--- src/rtl/phase_avg_pkg.sv ---
package phase_avg_pkg;
  typedef enum logic [1:0] {ST_IDLE, ST_ACC, ST_DIV} avg_state_e;
endpackage

--- src/rtl/phase_cal_table.sv ---
module phase_cal_table #(
  parameter int CODE_W = 7,
  parameter int CAL_W  = 10,
  localparam int NCODES = 1 << CODE_W
) (
  input  logic              clk_i,
  input  logic              rst_ni,
  input  logic              we_i,
  input  logic [CODE_W-1:0] waddr_i,
  input  logic [CAL_W-1:0]  wdata_i,
  input  logic [CODE_W-1:0] raddr_i,
  output logic [CAL_W-1:0]  rdata_o
);
  logic [CAL_W-1:0] mem_q [NCODES];

  always_ff @(posedge clk_i or negedge rst_ni) begin
    if (!rst_ni) begin
      for (int i = 0; i < NCODES; i++) mem_q[i] <= '0;
    end else if (we_i) begin
      mem_q[waddr_i] <= wdata_i;
    end
  end

  // read before write: a same-cycle write lands after the read
  assign rdata_o = mem_q[raddr_i];
endmodule

--- src/rtl/phase_unwrap.sv ---
module phase_unwrap #(
  parameter int CODE_W = 7,
  parameter int FRAC_W = 8,
  parameter int CAL_W  = 10,
  localparam int SAMP_W = CODE_W + FRAC_W + 2,
  localparam int NCODES = 1 << CODE_W
) (
  input  logic [CODE_W-1:0] code_i,
  input  logic [CODE_W-1:0] ref_i,
  input  logic              first_i,
  input  logic [CAL_W-1:0]  cal_i,
  output logic [SAMP_W-1:0] samp_o
);
  localparam logic signed [CODE_W+1:0] HALF_S = (CODE_W+2)'(NCODES / 2);

  logic [CODE_W-1:0]        ref_eff;
  logic signed [CODE_W+1:0] diff;
  logic [CODE_W+1:0]        k_off;
  logic [SAMP_W-1:0]        cal_ext;

  assign ref_eff = first_i ? code_i : ref_i;
  assign diff    = $signed({2'b00, code_i}) - $signed({2'b00, ref_eff});

  // unwrapped code plus one period offset, always non-negative
  always_comb begin
    if (diff > HALF_S)       k_off = {2'b00, code_i};
    else if (diff < -HALF_S) k_off = {2'b00, code_i} + (CODE_W+2)'(2 * NCODES);
    else                     k_off = {2'b00, code_i} + (CODE_W+2)'(NCODES);
  end

  assign cal_ext = SAMP_W'($signed(cal_i));
  assign samp_o  = {k_off, {FRAC_W{1'b0}}} + cal_ext;
endmodule

--- src/rtl/phase_seq_div.sv ---
module phase_seq_div #(
  parameter int DIVD_W = 38,
  parameter int DVS_W  = 22,
  parameter int Q_W    = 17,
  parameter int OUT_W  = 15,
  localparam int CW    = $clog2(Q_W + 1)
) (
  input  logic              clk_i,
  input  logic              rst_ni,
  input  logic              start_i,
  input  logic [DIVD_W-1:0] dividend_i,
  input  logic [DVS_W-1:0]  divisor_i,
  output logic              done_o,
  output logic [OUT_W-1:0]  quot_o
);
  logic [DVS_W:0]   rem_q;
  logic [DVS_W-1:0] dvs_q;
  logic [Q_W-1:0]   sh_q;
  logic [OUT_W-1:0] quot_q;
  logic [CW-1:0]    cnt_q;
  logic             done_q;
  logic [DVS_W:0]   trial;
  logic             take;

  // dividend < divisor * 2^Q_W, so the top part starts below the divisor
  assign trial = {rem_q[DVS_W-1:0], sh_q[Q_W-1]};
  assign take  = trial >= {1'b0, dvs_q};

  always_ff @(posedge clk_i or negedge rst_ni) begin
    if (!rst_ni) begin
      rem_q  <= '0;
      dvs_q  <= '0;
      sh_q   <= '0;
      quot_q <= '0;
      cnt_q  <= '0;
      done_q <= 1'b0;
    end else begin
      done_q <= 1'b0;
      if (start_i) begin
        rem_q  <= (DVS_W+1)'(dividend_i[DIVD_W-1:Q_W]);
        sh_q   <= dividend_i[Q_W-1:0];
        dvs_q  <= divisor_i;
        quot_q <= '0;
        cnt_q  <= CW'(Q_W);
      end else if (cnt_q != '0) begin
        rem_q  <= take ? trial - {1'b0, dvs_q} : trial;
        sh_q   <= {sh_q[Q_W-2:0], 1'b0};
        quot_q <= {quot_q[OUT_W-2:0], take};
        cnt_q  <= cnt_q - CW'(1);
        done_q <= (cnt_q == CW'(1));
      end
    end
  end

  assign done_o = done_q;
  assign quot_o = quot_q;

  assert_rem_bound_R5: assert property (@(posedge clk_i) disable iff (!rst_ni)
    (cnt_q != '0) |-> (rem_q < {1'b0, dvs_q}));
endmodule

--- src/rtl/phase_avg_top.sv ---
module phase_avg_top #(
  parameter int CODE_W = 7,
  parameter int FRAC_W = 8,
  parameter int CAL_W  = 10,
  parameter int WIN_W  = 22,
  localparam int SAMP_W = CODE_W + FRAC_W + 2,
  localparam int ACC_W  = SAMP_W + WIN_W - 1,
  localparam int MEAN_W = CODE_W + FRAC_W
) (
  input  logic              clk_i,
  input  logic              rst_ni,
  input  logic              cal_we_i,
  input  logic [CODE_W-1:0] cal_addr_i,
  input  logic [CAL_W-1:0]  cal_data_i,
  input  logic              frame_start_i,
  input  logic [WIN_W-1:0]  win_len_i,
  input  logic              sample_valid_i,
  input  logic [CODE_W-1:0] code_i,
  output logic [MEAN_W-1:0] mean_o,
  output logic              mean_valid_o
);
  import phase_avg_pkg::*;

  avg_state_e        state_q;
  logic [ACC_W-1:0]  acc_q;
  logic [WIN_W-1:0]  cnt_q, n_q;
  logic [CODE_W-1:0] ref_q;
  logic [MEAN_W-1:0] mean_q;
  logic              valid_q;

  logic [CAL_W-1:0]  cal_rd;
  logic [SAMP_W-1:0] samp;
  logic [ACC_W-1:0]  acc_nxt;
  logic              accept, last, first;
  logic              div_done;
  logic [MEAN_W-1:0] div_quot;

  assign accept  = (state_q == ST_ACC) && sample_valid_i;
  assign first   = (cnt_q == '0);
  assign last    = accept && ((cnt_q + WIN_W'(1)) == n_q);
  assign acc_nxt = acc_q + ACC_W'(samp);

  phase_cal_table #(.CODE_W(CODE_W), .CAL_W(CAL_W)) u_cal (
    .clk_i   (clk_i),
    .rst_ni  (rst_ni),
    .we_i    (cal_we_i),
    .waddr_i (cal_addr_i),
    .wdata_i (cal_data_i),
    .raddr_i (code_i),
    .rdata_o (cal_rd)
  );

  phase_unwrap #(.CODE_W(CODE_W), .FRAC_W(FRAC_W), .CAL_W(CAL_W)) u_unwrap (
    .code_i  (code_i),
    .ref_i   (ref_q),
    .first_i (first),
    .cal_i   (cal_rd),
    .samp_o  (samp)
  );

  phase_seq_div #(.DIVD_W(ACC_W), .DVS_W(WIN_W), .Q_W(SAMP_W), .OUT_W(MEAN_W)) u_div (
    .clk_i      (clk_i),
    .rst_ni     (rst_ni),
    .start_i    (last),
    .dividend_i (acc_nxt),
    .divisor_i  (n_q),
    .done_o     (div_done),
    .quot_o     (div_quot)
  );

  always_ff @(posedge clk_i or negedge rst_ni) begin
    if (!rst_ni) begin
      state_q <= ST_IDLE;
      acc_q   <= '0;
      cnt_q   <= '0;
      n_q     <= WIN_W'(1);
      ref_q   <= '0;
      mean_q  <= '0;
      valid_q <= 1'b0;
    end else begin
      valid_q <= 1'b0;
      unique case (state_q)
        ST_IDLE: if (frame_start_i) begin
          state_q <= ST_ACC;
          acc_q   <= '0;
          cnt_q   <= '0;
          n_q     <= (win_len_i == '0) ? WIN_W'(1) : win_len_i;
        end
        ST_ACC: if (accept) begin
          acc_q <= acc_nxt;
          cnt_q <= cnt_q + WIN_W'(1);
          if (first) ref_q <= code_i;
          if (last) state_q <= ST_DIV;
        end
        ST_DIV: if (div_done) begin
          mean_q  <= div_quot;  // low bits of the quotient fold into one period
          valid_q <= 1'b1;
          state_q <= ST_IDLE;
        end
        default: state_q <= ST_IDLE;
      endcase
    end
  end

  assign mean_o       = mean_q;
  assign mean_valid_o = valid_q;

  assert_valid_pulse_R6: assert property (@(posedge clk_i) disable iff (!rst_ni)
    valid_q |=> !valid_q);
  assert_valid_after_div_R6: assert property (@(posedge clk_i) disable iff (!rst_ni)
    $rose(valid_q) |-> $past(state_q == ST_DIV));
  assert_mean_hold_R9: assert property (@(posedge clk_i) disable iff (!rst_ni)
    !$stable(mean_q) |-> valid_q);
  assert_acc_no_wrap_R7: assert property (@(posedge clk_i) disable iff (!rst_ni)
    (accept && !first) |=> (acc_q >= $past(acc_q)));
  assert_count_bound_R3: assert property (@(posedge clk_i) disable iff (!rst_ni)
    (state_q == ST_ACC) |-> (cnt_q < n_q));
  assert_div_frozen_R8: assert property (@(posedge clk_i) disable iff (!rst_ni)
    (state_q == ST_DIV) |=> ($stable(acc_q) && $stable(cnt_q) && $stable(n_q)));
endmodule

--- config.mk ---
export PLATFORM = sky130hd
export DESIGN_NAME = phase_avg_top
export DESIGN_NICKNAME = d
export VERILOG_FILES = /design/src/rtl/phase_avg_pkg.sv /design/src/rtl/phase_cal_table.sv /design/src/rtl/phase_unwrap.sv /design/src/rtl/phase_seq_div.sv /design/src/rtl/phase_avg_top.sv
export SDC_FILE = /design/constraint.sdc
export NUM_CORES = 2
export LEC_CHECK = 0
export BUFFER_PORTS_ARGS = -buffer_cell sky130_fd_sc_hd__clkbuf_2
export CAP_MARGIN = 20
export CORE_MARGIN = 2
export CORE_UTILIZATION = 57
export DETAILED_ROUTE_END_ITERATION = 8
export HOLD_SLACK_MARGIN = 0.15
export PLACE_DENSITY = 0.73
export REMOVE_ABC_BUFFERS = 1
export SETUP_SLACK_MARGIN = 0.4
export SLEW_MARGIN = 20
export SYNTH_ARGS = -nofsm -noshare
export SYNTH_HDL_FRONTEND = slang
export SYNTH_SLANG_ARGS = --single-unit
--- constraint.sdc ---
create_clock -name clk_i -period 8.95 [get_ports clk_i]
set_clock_uncertainty 0.1 [all_clocks]
set_input_delay 0.895 -clock clk_i [delete_from_list [all_inputs] [get_ports clk_i]]
set_output_delay 0.895 -clock clk_i [all_outputs]
set_load 0.005 [all_outputs]
==> metrics <==
run status=finished, final reports clean; number of CTS-inserted buffers=155; Synth Area in Compound Gates=2.98%; pwr/cell area=233 mW/mm²; buffer levels on the longest clock path=3; Reg clk slew, reported paths=60 ps; final hold violation count=0; vias in the first global route=43361; top flip-flop cell by instance count after synthesis=sky130_fd_sc_hd__dfrtp_1; post-synthesis instance total=4801; Worst IR Drop VDD=0.000210 V; count of standard-cell rows=128; worst r2r path cells=29; async set or reset register ratio after synthesis=100%; top sig layer=met5; hold depth=2; source-to-sink clock delay at the later pin of the worst-skew pair=790 ps; CTS Root Buffer Type=sky130_fd_sc_hd__clkbuf_16; layout cells sized above 1=44.7%; total routed wire length on the met1 layer=74600 µm; CTS tree=done; transition at the pin with the smallest max-transition slack=1220 ps; share of the yosys chip area belonging to registers=52.6%; cells taking the most area after synthesis=sky130_fd_sc_hd__dfrtp_1 (53%), sky130_fd_sc_hd__mux2_2 (21%), sky130_fd_sc_hd__mux4_2 (13%); final antenna-violating net count=0; # DRC=0; biggest area consumer among synthesized cells=sky130_fd_sc_hd__dfrtp_1; relative area change from synthesis to final layout=10.3%; setup-violating endpoint count in the final report=0; final clock period utilization by the worst path=82.9%; classification of the worst setup path=reg -> reg; post-synthesis area per instance=14.6 µm²; DP Wirelength=110000 µm; number of vias in the routed layout=41626; library cell with the highest instance count after synthesis=sky130_fd_sc_hd__dfrtp_1; floorplan die area=0.126 mm²; commonest cells in the synthesized netlist=sky130_fd_sc_hd__dfrtp_1 (1468), sky130_fd_sc_hd__mux2_2 (1333), sky130_fd_sc_hd__mux4_2 (411); final WL=172000 µm; Min Clock Period, post-route=7420 ps; total I/O pin count=67; Synth Area in XOR/XNOR=1.18%; Max Cap Violations=0; type of element capturing the critical path=register; antenna violations before repair=11; Tightest Hold Check Type=in -> reg; setup repair after global routing missed its margin=no; required time of the critical path=9500 ps; Syn Std Cell Area=0.0699 mm²; GRT Util Overall=28.0%; quantity of I/O buffers inserted on ports=66; count of clock tree sinks=1469; drt initial violations=3566; number of iterations in the first detailed-routing pass=7; chip height=354 µm; cell at the slowest stage of the critical path=sky130_fd_sc_hd__fa_1; Post-Synth Simple-Gate Area=4.14%; most used cell, CP=sky130_fd_sc_hd__ha_1; wire length on met2=82000 µm; Core ar.=0.122 mm²; largest stage delay on the critical path=480 ps; final weighted congestion of routability-driven global placement=0.883; Post-layout nets=4891; Final Max Tran Viols=0; number of fill cells in the layout=8878; standby leakage power=36.2 nW; largest net degree at the start of global routing=167; headroom to the max-slew limit=18.9%; width of the die=354 µm; mux contribution to synthesized area=35.8%; DR WL met3=9600 µm; number of resized instances in the post-cts repair step=0; synthesized-area fraction occupied by adder cells=1.14%; leftover overflow at the end of global routing=0; dominant combinational cell family by area after synthesis=multiplexers; data arrival time of the worst path=7970 ps; Yosys cell types=72; synth warn=0; wire per inst=26.3 µm; area share of the largest cell type after synthesis=52.5%; Startpoint Class=register; flops & latches, synth=1469; global-route wire length before repair=269000 µm; via-per-instance ratio=6.38; f_max=135 MHz; slack of the worst reg-to-reg path=1530 ps; final setup slack of the worst path=1530 ps; worst slack at placement=1420 ps; starting density of the core=57.5%; Clock H-tree levels=4; number of enable flip-flop cells after synthesis=0; biggest fanout along the worst timing path=12; hold slack=271 ps; total negative slack=0 ps
-- stage by stage --
step | std cells | power (W) | instance area, µm² | utilization, %
detailed placement | 6244 | 0.0114 | 71900 | 59.0
finish | 6526 | 0.0180 | 77200 | 63.4
CTS | 6521 | 0.0180 | 77100 | 63.3
global placement | 6243 | 0.0113 | 71800 | 59.0
floorplan | 4467 | 0.0102 | 68600 | -
global route | 6525 | 0.0188 | 77200 | 63.4
-- cell usage in the layout, fill, tap and decap left out, drive strengths merged, types with 6 or more instances in the layout --
cell	Yosys	layout
a211oi	6	6
a21o	17	17
a21oi	87	87
a221oi	6	6
a22o	6	6
a31oi	7	7
and2	8	8
and3	14	14
and4	6	6
buf	62	104
bufinv	0	11
clkbuf	272	281
clkinv	1	33
dfrtp	1468	1468
ha	56	56
inv	51	53
mux2	1346	1346
mux2i	62	62
mux4	411	411
nand2	329	329
nand2b	22	22
nand3	33	33
nand4	19	19
nor2	119	119
nor2b	14	14
nor3	29	29
nor4	24	24
o211ai	9	9
o21a	9	9
o21ai	107	107
o21bai	10	10
o31ai	25	25
or2	7	7
xnor2	57	57
xor2	37	37
-- what timing repair did --
action | 4_1_cts | 5_1_grt
hold endpoints to repair | 116 | 0
hold buffers | 1 | 0
buffers inserted | 0 | 0
-- registers in the layout (all words and copies together) (netlist names), 2 cells and up --
name / count
cnt_q: 22
u_div.rem_q: 22
u_div.dvs_q: 22
state_q: 2
u_cal.mem_q: 1280
ref_q: 7
u_div.cnt_q: 5
n_q: 22
u_div.sh_q: 17
acc_q: 38
u_div.quot_o: 15
mean_o: 15
-- report_power, final --
group,switching [W],total (W),internal (W)
clock network,0.00267,0.00657,0.00390
registers,0.000494,0.00784,0.00734
logic,0.00188,0.00355,0.00167
total,0.00504,0.0180,0.0129
-- per-layer routing --
metal  up-vias  GRT usage [%]
met5         -              0
met2      1179           44.2
met1     22355           39.6
met4        16           9.65
li1      17770              -
met3       306           5.13
-- final cells by class --
cell class / instances / area, µm² / area share (%)
Multi-Input combinational cell: 2946 / 31700 / 41.1
Antenna cell: 2 / 5.00 / 0.00649
Inverter: 52 / 195 / 0.253
Clock inverter: 46 / 568 / 0.736
Clock buffer: 230 / 4650 / 6.02
Tap cell: 1625 / 2030 / 2.63
Sequential cell: 1469 / 36800 / 47.6
Timing Repair Buffer: 156 / 1220 / 1.58
-- final timing paths --
kind,end,startpoint
hold / removal,n_q[7]$_DFFE_PN0P_,win_len_i[7]
setup reg to reg,u_div.rem_q[9]$_DFFE_PN0P_,cnt_q[0]$_DFFE_PN0P_
max in group asynchronous,u_cal.mem_q[353]$_DFFE_PN0P_,rst_ni
setup / recovery,u_div.rem_q[9]$_DFFE_PN0P_,cnt_q[0]$_DFFE_PN0P_
min in group asynchronous,u_cal.mem_q[1151]$_DFFE_PN0P_,rst_ni
hold reg to reg,mean_o[2]$_DFFE_PN0P_,mean_o[2]$_DFFE_PN0P_
-- critical path: cells and delay by family (launching register included) --
family / cells / cell delay (ps)
AO/OA/AOI/OAI: 7 / 1310
XOR/XNOR: 3 / 510
adder cells (fa/ha/maj): 6 / 1920
buffers and inverters: 2 / 320
flip-flops: 1 / 470
multiplexers: 3 / 930
AND/OR/NAND/NOR: 8 / 1740
-- cells by family after synthesis --
family,Yosys count
DFF,1469
muxes,1819
and+or+nand+nor,638
adders and majority gates,62
buffers and inverters,386
xor gates and xnor gates,94
AOI/OAI and AO/OA,333
(Power assumes the default switching activity.)
